File: src/rtl/cmc_pkg.sv
`timescale 1ns/1ps
package cmc_pkg;
    // fractional bits of the coefficient format: 1 << FRAC_BITS is unity gain
    localparam int FRAC_BITS = 12;
    // components per pixel
    localparam int NCH = 3;
endpackage

File: src/rtl/cmc_cfg_bank.sv
`timescale 1ns/1ps
module cmc_cfg_bank
    import cmc_pkg::*;
#(
    parameter int DEPTH  = 8,
    parameter int COEF_W = 18,
    parameter int OFS_W  = DEPTH + 2
)(
    input  logic                        clk,
    input  logic                        rst_n,
    input  logic                        load,
    input  logic [NCH*NCH*COEF_W-1:0]   coef_in,
    input  logic [NCH*OFS_W-1:0]        ofs_in,
    input  logic [DEPTH-1:0]            min_in,
    input  logic [DEPTH-1:0]            max_in,
    output logic [NCH*NCH*COEF_W-1:0]   coef_use,
    output logic [NCH*OFS_W-1:0]        ofs_use,
    output logic [DEPTH-1:0]            min_use,
    output logic [DEPTH-1:0]            max_use,
    output logic [NCH*NCH*COEF_W-1:0]   coef_act
);
    localparam int NK   = NCH * NCH;
    localparam int CW_T = NK * COEF_W;

    function automatic logic [CW_T-1:0] ident_matrix();
        logic [CW_T-1:0] v;
        v = '0;
        for (int k = 0; k < NK; k += NCH + 1)
            v[k*COEF_W +: COEF_W] = COEF_W'(1 << FRAC_BITS);
        return v;
    endfunction

    localparam logic [CW_T-1:0] IDENT = ident_matrix();

    typedef struct packed {
        logic [CW_T-1:0]        coef;
        logic [NCH*OFS_W-1:0]   ofs;
        logic [DEPTH-1:0]       lo;
        logic [DEPTH-1:0]       hi;
    } cfg_t;

    cfg_t cfg_d, cfg_q;

    always_comb begin
        cfg_d = cfg_q;
        if (load) begin
            cfg_d.coef = coef_in;
            cfg_d.ofs  = ofs_in;
            cfg_d.lo   = min_in;
            cfg_d.hi   = max_in;
        end
    end

    always_ff @(posedge clk or negedge rst_n) begin
        if (!rst_n) begin
            cfg_q.coef <= IDENT;
            cfg_q.ofs  <= '0;
            cfg_q.lo   <= '0;
            cfg_q.hi   <= '1;
        end else begin
            cfg_q <= cfg_d;
        end
    end

    // the start beat itself already uses the incoming set
    assign coef_use = load ? coef_in : cfg_q.coef;
    assign ofs_use  = load ? ofs_in  : cfg_q.ofs;
    assign min_use  = load ? min_in  : cfg_q.lo;
    assign max_use  = load ? max_in  : cfg_q.hi;
    assign coef_act = cfg_q.coef;
endmodule

File: src/rtl/cmc_row_mul.sv
`timescale 1ns/1ps
module cmc_row_mul
    import cmc_pkg::*;
#(
    parameter int DEPTH  = 8,
    parameter int COEF_W = 18,
    parameter int PROD_W = DEPTH + 1 + COEF_W
)(
    input  logic [NCH*DEPTH-1:0]  pix,
    input  logic [NCH*COEF_W-1:0] coef,
    output logic [NCH*PROD_W-1:0] prod
);
    for (genvar j = 0; j < NCH; j++) begin : g_tap
        logic signed [PROD_W-1:0] a_s;
        logic signed [PROD_W-1:0] b_s;
        // sample is unsigned: zero-extend; gain is signed: sign-extend
        assign a_s = PROD_W'(pix[j*DEPTH +: DEPTH]);
        assign b_s = PROD_W'($signed(coef[j*COEF_W +: COEF_W]));
        assign prod[j*PROD_W +: PROD_W] = a_s * b_s;
    end
endmodule

File: src/rtl/cmc_row_fin.sv
`timescale 1ns/1ps
module cmc_row_fin
    import cmc_pkg::*;
#(
    parameter int PROD_W = 27,
    parameter int OFS_W  = 10,
    parameter int RES_W  = PROD_W + 3
)(
    input  logic [NCH*PROD_W-1:0] prod,
    input  logic [OFS_W-1:0]      ofs,
    output logic [RES_W-1:0]      res
);
    localparam int SUM_W = RES_W - 1;

    logic signed [SUM_W-1:0] acc_s;
    logic signed [SUM_W-1:0] rnd_s;
    logic signed [SUM_W-1:0] shf_s;

    always_comb begin
        acc_s = '0;
        for (int j = 0; j < NCH; j++)
            acc_s = acc_s + SUM_W'($signed(prod[j*PROD_W +: PROD_W]));
        rnd_s = acc_s + SUM_W'(1 << (FRAC_BITS - 1));
        shf_s = rnd_s >>> FRAC_BITS;
        res   = RES_W'(shf_s) + RES_W'($signed(ofs));
    end
endmodule

File: src/rtl/color_matrix_conv.sv
`timescale 1ns/1ps
module color_matrix_conv
    import cmc_pkg::*;
#(
    parameter int DEPTH  = 8,
    parameter int COEF_W = 18,
    parameter int OFS_W  = DEPTH + 2
)(
    input  logic                      clk,
    input  logic                      rst_n,
    input  logic [9*COEF_W-1:0]       cfg_coef,
    input  logic [3*OFS_W-1:0]        cfg_ofs,
    input  logic [DEPTH-1:0]          cfg_min,
    input  logic [DEPTH-1:0]          cfg_max,
    input  logic                      s_valid,
    output logic                      s_ready,
    input  logic                      s_sof,
    input  logic [3*DEPTH-1:0]        s_pix,
    output logic                      m_valid,
    input  logic                      m_ready,
    output logic                      m_sof,
    output logic [3*DEPTH-1:0]        m_pix
);
    localparam int NK     = NCH * NCH;
    localparam int PROD_W = DEPTH + 1 + COEF_W;
    localparam int SUM_W  = PROD_W + 2;
    localparam int RES_W  = SUM_W + 1;

    typedef struct packed {
        logic                     s1_v;
        logic                     s1_sof;
        logic [NK*PROD_W-1:0]     s1_prod;
        logic [NCH*OFS_W-1:0]     s1_ofs;
        logic [DEPTH-1:0]         s1_min;
        logic [DEPTH-1:0]         s1_max;
        logic                     s2_v;
        logic                     s2_sof;
        logic [NCH*RES_W-1:0]     s2_res;
        logic [DEPTH-1:0]         s2_min;
        logic [DEPTH-1:0]         s2_max;
        logic                     s3_v;
        logic                     s3_sof;
        logic [NCH*DEPTH-1:0]     s3_pix;
    } pipe_t;

    pipe_t st_d, st_q;

    logic                     adv;
    logic                     take;
    logic                     load;
    logic [NK*COEF_W-1:0]     coef_use;
    logic [NK*COEF_W-1:0]     coef_act;
    logic [NCH*OFS_W-1:0]     ofs_use;
    logic [DEPTH-1:0]         min_use;
    logic [DEPTH-1:0]         max_use;
    logic [NK*PROD_W-1:0]     prod_all;
    logic [NCH*RES_W-1:0]     res_all;

    // whole pipeline moves together; it may move whenever the last stage drains
    assign adv  = m_ready || !st_q.s3_v;
    assign take = s_valid && adv;
    assign load = take && s_sof;

    cmc_cfg_bank #(
        .DEPTH  (DEPTH),
        .COEF_W (COEF_W),
        .OFS_W  (OFS_W)
    ) u_cfg (
        .clk      (clk),
        .rst_n    (rst_n),
        .load     (load),
        .coef_in  (cfg_coef),
        .ofs_in   (cfg_ofs),
        .min_in   (cfg_min),
        .max_in   (cfg_max),
        .coef_use (coef_use),
        .ofs_use  (ofs_use),
        .min_use  (min_use),
        .max_use  (max_use),
        .coef_act (coef_act)
    );

    for (genvar i = 0; i < NCH; i++) begin : g_row
        cmc_row_mul #(
            .DEPTH  (DEPTH),
            .COEF_W (COEF_W),
            .PROD_W (PROD_W)
        ) u_mul (
            .pix  (s_pix),
            .coef (coef_use[i*NCH*COEF_W +: NCH*COEF_W]),
            .prod (prod_all[i*NCH*PROD_W +: NCH*PROD_W])
        );

        cmc_row_fin #(
            .PROD_W (PROD_W),
            .OFS_W  (OFS_W),
            .RES_W  (RES_W)
        ) u_fin (
            .prod (st_q.s1_prod[i*NCH*PROD_W +: NCH*PROD_W]),
            .ofs  (st_q.s1_ofs[i*OFS_W +: OFS_W]),
            .res  (res_all[i*RES_W +: RES_W])
        );
    end

    always_comb begin
        logic signed [RES_W-1:0] r_s;
        logic signed [RES_W-1:0] lo_s;
        logic signed [RES_W-1:0] hi_s;
        st_d = st_q;
        r_s  = '0;
        lo_s = $signed(RES_W'(st_q.s2_min));
        hi_s = $signed(RES_W'(st_q.s2_max));
        if (adv) begin
            // stage 1: products and the configuration this pixel travels with
            st_d.s1_v    = s_valid;
            st_d.s1_sof  = s_valid && s_sof;
            st_d.s1_prod = prod_all;
            st_d.s1_ofs  = ofs_use;
            st_d.s1_min  = min_use;
            st_d.s1_max  = max_use;
            // stage 2: rounded row sums plus offset
            st_d.s2_v    = st_q.s1_v;
            st_d.s2_sof  = st_q.s1_sof;
            st_d.s2_res  = res_all;
            st_d.s2_min  = st_q.s1_min;
            st_d.s2_max  = st_q.s1_max;
            // stage 3: lower clamp first, upper clip last
            st_d.s3_v    = st_q.s2_v;
            st_d.s3_sof  = st_q.s2_sof;
            for (int c = 0; c < NCH; c++) begin
                r_s = $signed(st_q.s2_res[c*RES_W +: RES_W]);
                if (r_s < lo_s) r_s = lo_s;
                if (r_s > hi_s) r_s = hi_s;
                st_d.s3_pix[c*DEPTH +: DEPTH] = r_s[DEPTH-1:0];
            end
        end
    end

    always_ff @(posedge clk or negedge rst_n) begin
        if (!rst_n) st_q <= '0;
        else        st_q <= st_d;
    end

    assign s_ready = adv;
    assign m_valid = st_q.s3_v;
    assign m_sof   = st_q.s3_sof;
    assign m_pix   = st_q.s3_pix;

    assert_stall_hold_R8: assert property (@(posedge clk) disable iff (!rst_n)
        m_valid && !m_ready |=> m_valid && $stable(m_pix) && $stable(m_sof));

    assert_accept_R7: assert property (@(posedge clk) disable iff (!rst_n)
        s_valid && s_ready |=> st_q.s1_v);

    assert_cfg_hold_R6: assert property (@(posedge clk) disable iff (!rst_n)
        !(s_valid && s_ready && s_sof) |=> $stable(coef_act));

    for (genvar c = 0; c < NCH; c++) begin : g_chk
        assert_clip_R5: assert property (@(posedge clk) disable iff (!rst_n)
            $past(adv) && m_valid |-> m_pix[c*DEPTH +: DEPTH] <= $past(st_q.s2_max));
    end
endmodule

File: config.mk
export PLATFORM = sky130hd
export DESIGN_NAME = color_matrix_conv
export DESIGN_NICKNAME = d
export VERILOG_FILES = /design/src/rtl/cmc_pkg.sv /design/src/rtl/cmc_cfg_bank.sv /design/src/rtl/cmc_row_mul.sv /design/src/rtl/cmc_row_fin.sv /design/src/rtl/color_matrix_conv.sv
export SDC_FILE = /design/constraint.sdc
export NUM_CORES = 2
export LEC_CHECK = 0
export BUFFER_PORTS_ARGS = -buffer_cell sky130_fd_sc_hd__buf_2
export CAP_MARGIN = 20
export CORE_MARGIN = 2
export CORE_UTILIZATION = 50
export CTS_CLUSTER_DIAMETER = 30
export CTS_CLUSTER_SIZE = 40
export DETAILED_ROUTE_END_ITERATION = 8
export PLACE_DENSITY = 0.66
export SLEW_MARGIN = 10
export SYNTH_ARGS = -nofsm -noshare
export SYNTH_HDL_FRONTEND = slang
export SYNTH_SLANG_ARGS = --single-unit
File: constraint.sdc
create_clock -name clk -period 13.4 [get_ports clk]
set_clock_uncertainty 0.2 [all_clocks]
set_input_delay 0 -clock clk [delete_from_list [all_inputs] [get_ports clk]]
set_output_delay 0 -clock clk [all_outputs]
set_load 0.01 [all_outputs]
After elaboration in Yosys (flattened, before gate mapping)
Cells that the tools add are included.

cells by class
  add/subtract/negate cells = 12
  $mul = 9
  magnitude comparators = 6
  mux-type cells = 13
  reduce and logical (&&, ||, !) cells = 5

operator list
  operator                                                          number
  9-bit by 18-bit multiplier with 27-bit output                     9
  30-bit 2-to-1 mux                                                 7
  162-bit 2-to-1 mux                                                1
  30-bit by 9-bit > comparator with 1-bit output                    3
  30-bit by 9-bit less-than comparator with 1-bit output            3
  28-bit by 27-bit adder with 29-bit output                         3
  29-bit by 13-bit adder with 29-bit output, second input constant  3
  27-bit by 27-bit adder with 28-bit output                         3
  17-bit by 10-bit adder with 18-bit output                         3
  8-bit 2-to-1 mux                                                  5
  1-bit logical AND                                                 3
  1-bit zero test                                                   1
  1-bit logical OR                                                  1

word-level totals
  register bits after elaboration = 633
  input port bits = 237
  output and inout port bits = 27
  word-level logic and storage cells = 63

Depth between registers and ports, before layout
  depth after elaboration = 6
  mapped depth = 29
  mapped depth without buffers = 25

By module
Synthesis repeated with hierarchy kept, for this count alone.

unflattened totals
  cell total of the unflattened synthesis = 9383
  area, all modules = 83421.3 um^2

modules (own cells, without submodules)
  module                        times used  cells an instance  area an instance (um^2)  seq. area each (um^2)
  color_matrix_conv             1           2011               17868.4                  10635.2
  cmc_row_mul (g_row[1].u_mul)  1           1856               15576.2                  0.0
  cmc_row_mul (g_row[2].u_mul)  1           1837               15519.9                  0.0
  cmc_row_mul (g_row[0].u_mul)  1           1827               15501.1                  0.0
  cmc_row_fin                   3           417                3196.8                   0.0
  cmc_cfg_bank                  1           601                9365.2                   5218.8

Least setup slack after synthesis
No wires, ideal clock.

  path kind = flip-flop to flip-flop
  start point = register st_q, in the netlist m_valid
  end point = register st_q[232] (netlist bit)
  library setup time = 133 ps
  arrival = 6187 ps
  required time = 13067 ps
  slack = 6880 ps
  cell stages (with the launch flop) = 26
  path buffers = 3
  period minus slack after synthesis = 6520 ps
  cell sequence = dfrtp_1 nor2b_1 inv_2 and3_1 clkbuf_1 clkbuf_1 clkbuf_1 mux2_2 and2_1 fa_1 fa_1 fa_1 inv_1 fa_1 inv_1 ha_1 a21o_1 a21o_1 a21o_1 a21oi_1 nand2b_1 o221a_2 or4_1 a31oi_1 xor2_1 o21ai_0

between the ends
  cells in the longest elaborated chain, start to end = 6

RTL lines
  what                                           line                      source
  start, declared                                color_matrix_conv.sv:46   pipe_t st_d, st_q;
  start signal, assigned                         color_matrix_conv.sv:141  else st_q <= st_d;
  1-bit zero test *                              color_matrix_conv.sv:60   assign adv = m_ready || !st_q.s3_v;
  1-bit logical OR *                             color_matrix_conv.sv:60
  1-bit logical AND                              color_matrix_conv.sv:61   assign take = s_valid && adv;
  1-bit logical AND                              color_matrix_conv.sv:62   assign load = take && s_sof;
  162-bit 2-to-1 mux                             cmc_cfg_bank.sv:66        assign coef_use = load ? coef_in : cfg_q.coef;
  9-bit by 18-bit multiplier with 27-bit output  cmc_row_mul.sv:19         assign prod[j*PROD_W +: PROD_W] = a_s * b_s;

Mark *: on every way between the ends. The rest lies on a longest branch, timed or not.
A chain may end at the register's enable or synchronous reset.

Worst setup path in the final report
  start point = register st_q, in the netlist m_valid
  end point = register st_q[286] (netlist bit)

Same word-level chain as after synthesis.

==> summary.md <==
| Metric | Value |
|---|---|
| Hold Path Origin | `cfg_coef[92]` |
| Antenna violations before repair | `4` |
| Syn Nets | `10500` |
| Worst EP required | `~14000 ps` |
| Status | `finished, final reports clean` |
| Top_reg_cell synth | `dfrtp_1` |
| Most frequent cells in the layout | `inv_1, fa_1, nand2_1` |
| Avg Cell Area, Syn | `a little over 9 um2` |
| Final setup TNS | `0 ps` |
| RSZ-0062 raised after global routing | `no` |
| Multi-input combinational cell area | `about 0.054 mm2` |
| Total congestion overflow | `0` |
| Post-CTS sizing | `0` |
| Worst R2R Path Depth | `23` |
| Number of global-route vias before repair | `between 60000 and 70000` |
| Area delta synth->final | `17.1%` |
| Worst-Skew Late Latency | `slightly above 800 ps` |
| TritonRoute pass-1 iters | `6` |
| HP Class | `input port to register` |
| Post-synth EDFFs | `0` |
| CP Class | `register to register` |
| Post-Syn Area | `0.0773 mm2` |
| Final setup fails | `0` |
| Cell-by-cell listing of the critical path | `nor2b_4 -> inv_8 -> and3_4 -> buf_12 -> mux2_2 -> and2_1 -> fa_1 -> fa_1 -> fa_1 -> inv_1 -> fa_1 -> inv_1 -> ha_1 -> a21o_1 -> a21oi_1 -> o21ai_0 -> a2111oi_0 -> o21ai_0 -> nand3_1 -> a31oi_1 -> o31ai_1 -> xor2_1 -> a21oi_1` |
| FP Rows | `between 100 and 150` |
| Vias/cell | `roughly 5.2` |
| Post-layout min period | `8770 ps` |
| Critical path startpoint category | `register` |
| Setup crit end kind | `register` |
| H-tree depth | `4` |
| Wire per inst | `between 15 and 20 um` |
| Slew Limit Headroom | `~18%` |
| Cell mode on critical path | `fa_1` |
| Total core area | `between 0.15 and 0.2 mm2` |
| DRT antenna net count | `0` |
| Cell count after synthesis | `8458` |
| Post-synth ARST share | `100%` |
| Residual DRC | `0` |
| Final Slew Violations | `0` |
| Register Area | `approximately 0.015 mm2` |
| Netlist cell types | `78` |
| Fmax | `around 110 MHz` |
| Starting density of the core | `about 50%` |
| Total clock buffers created by CTS | `roughly 170` |
| Initial DRC count | `about 3200` |
| CP Launch Point | `m_valid` |
| Final Cycle Share | `65.4%` |
| Hold path cells | `3` |
| Final Hold Fails | `0` |
| Share of cells above drive strength 1 | `under 10%` |
| Total GRT Usage | `around a quarter` |
| Final WL | `slightly above 200 mm` |
| GPL Wtd Cong | `between 0.9 and 1` |
| Commonest non-fill, non-tap cell in the layout | `inv_1` |
| Vias | `around 58000` |
| Count of input and output buffers | `~260` |
| Die H | `a little under 400 um` |
| Synthesis Warnings | `0` |
| CTS tree | `yes` |
| Final #Nets | `between 10000 and 15000` |
| CP peak stage delay | `900 ps` |
| First-pass GRT wire length | `about 330 mm` |
| Worst-Margin Slew | `1220 ps` |
| Die Area | `0.158 mm2` |
| Synth Register Bits | `597` |
| CTS Root Buffer Type | `clkbuf_16` |
| Deepest clock path buffer count | `3` |
| CP max-delay cell | `and3_4` |
| Detail Placement HPWL | `152 mm` |
| Crit path DAT | `between 9000 and 10000 ps` |
| IO Pins | `~260` |
| Worst-path maximum fanout | `about 160` |
| Fill cell count | `~13000` |
| Die Width | `~400 um` |
| Clk sinks | `between 500 and 600` |
| Max-Cap Viols | `0` |
| Largest net degree at the start of global routing | `206` |
| RR Startpoint | `m_valid` |
| Sequential share of the synthesized area | `19.3%` |
| Clock transition at path regs | `50 ps` |
[Yosys cell counts (7+ instances only)]
master | count | area (um2)
nor2_1 | 427 | 1600
nand3b_1 | 7 | 52.6
nand4b_1 | 7 | 61.3
and3_1 | 29 | 181
o21bai_1 | 29 | 218
nor3b_1 | 7 | 52.6
o21ai_0 | 235 | 1180
mux2i_1 | 45 | 450
a211o_1 | 9 | 78.8
nor4_1 | 10 | 62.6
nand4_1 | 39 | 244
nor2b_1 | 138 | 863
buf_4 | 24 | 180
o21a_1 | 45 | 338
nand2b_1 | 29 | 181
dfrtp_1 | 586 | 14700
o31ai_1 | 21 | 158
or2_2 | 17 | 106
a211oi_1 | 20 | 150
a21oi_1 | 386 | 1930
a21boi_0 | 11 | 82.6
dfstp_2 | 11 | 289
o21ai_1 | 8 | 40.0
nor3_1 | 55 | 275
xor2_1 | 137 | 1200
xnor2_1 | 149 | 1310
a21o_1 | 114 | 856
nand3_1 | 42 | 210
and2_1 | 621 | 3880
or3_1 | 10 | 62.6
ha_1 | 741 | 9270
o211ai_1 | 29 | 218
inv_1 | 1818 | 6820
buf_1 | 39 | 146
nand2_1 | 885 | 3320
a31oi_1 | 32 | 200
fa_1 | 1107 | 22200
mux2_2 | 218 | 2450
clkbuf_1 | 219 | 822
[critical path: cells and delay by family, from the launching register on]
kind	cells	cell delay, ps
multiplexers	1	510
adder cells (fa/ha/maj)	5	2340
flip-flops	1	370
AND/OR/NAND/NOR	4	1520
AO/OA/AOI/OAI	8	1730
buffers and inverters	4	1080
XOR/XNOR	1	180
[area by class of cell]
| type | instances | share of cell area, % |
|---|---|---|
| diodes | 2 | 0.00553 |
| flip-flops and latches | 597 | 16.5 |
| well taps | 2044 | 2.83 |
| repair buffers | 704 | 6.34 |
| inverters | 1819 | 7.55 |
| clock buffers | 205 | 5.08 |
| clock inverters | 111 | 1.63 |
| multi-input cells | 5754 | 60.0 |
[worst paths after layout]
check                                      endpoint  slack [ps]
worst max-delay path                      st_q[286]        4630
worst min-delay path             u_cfg.coef_act[92]          40
worst max register to register            st_q[286]        4630
worst min register to register            st_q[133]         260
max in group asynchronous       u_cfg.coef_act[155]       10240
min in group asynchronous            u_cfg.cfg_q[0]         160
[flip-flops by register name, indices dropped and copies added, names as in the netlist]
register,cells
u_cfg.coef_act,162
st_q,363
m_valid,1
m_pix,24
u_cfg.cfg_q,46
m_sof,1
[timing repair]
action / in CTS / in global routing
hold endpoints to repair: 568 / 0
hold buffers: 409 / 0
buffers inserted: 0 / 0
[stage by stage]
| stage | util (%) | cell area, um2 | cells | hold slack [ps] | setup WS, ps |
|---|---|---|---|---|---|
| 2_1_floorplan | - | 77300 | 8458 | -496 | 6880 |
| 3_3_place_gp | 52.2 | 80300 | 10500 | -59.4 | 4830 |
| 3_5_place_dp | 52.2 | 80300 | 10500 | -53.5 | 4740 |
| 4_1_cts | 58.8 | 90500 | 11200 | 1.22 | 4690 |
| 5_1_grt | 58.8 | 90500 | 11200 | 49.8 | 4200 |
| 6_report | 58.8 | 90500 | 11200 | 36.1 | 4630 |
[metal layers]
metal / GRT usage (%) / wire length (um)
met5: 0 / 13
met3: 4.09 / 10200
met2: 44.9 / 97900
met1: 33.4 / 84000
met4: 11.8 / 9090
[cell families after synthesis]
| kind of cell | synth area share, % |
|---|---|
| XOR/XNOR | 3.24 |
| flip-flops | 19.3 |
| AND/OR/NAND/NOR | 14.7 |
| buffers and inverters | 10.4 |
| adder cells (fa/ha/maj) | 40.7 |
| multiplexers | 3.76 |
| AO/OA/AOI/OAI | 7.98 |
Power is not shown: default switching activity piles up to over one toggle a cycle in this logic, so the estimate is an artifact.
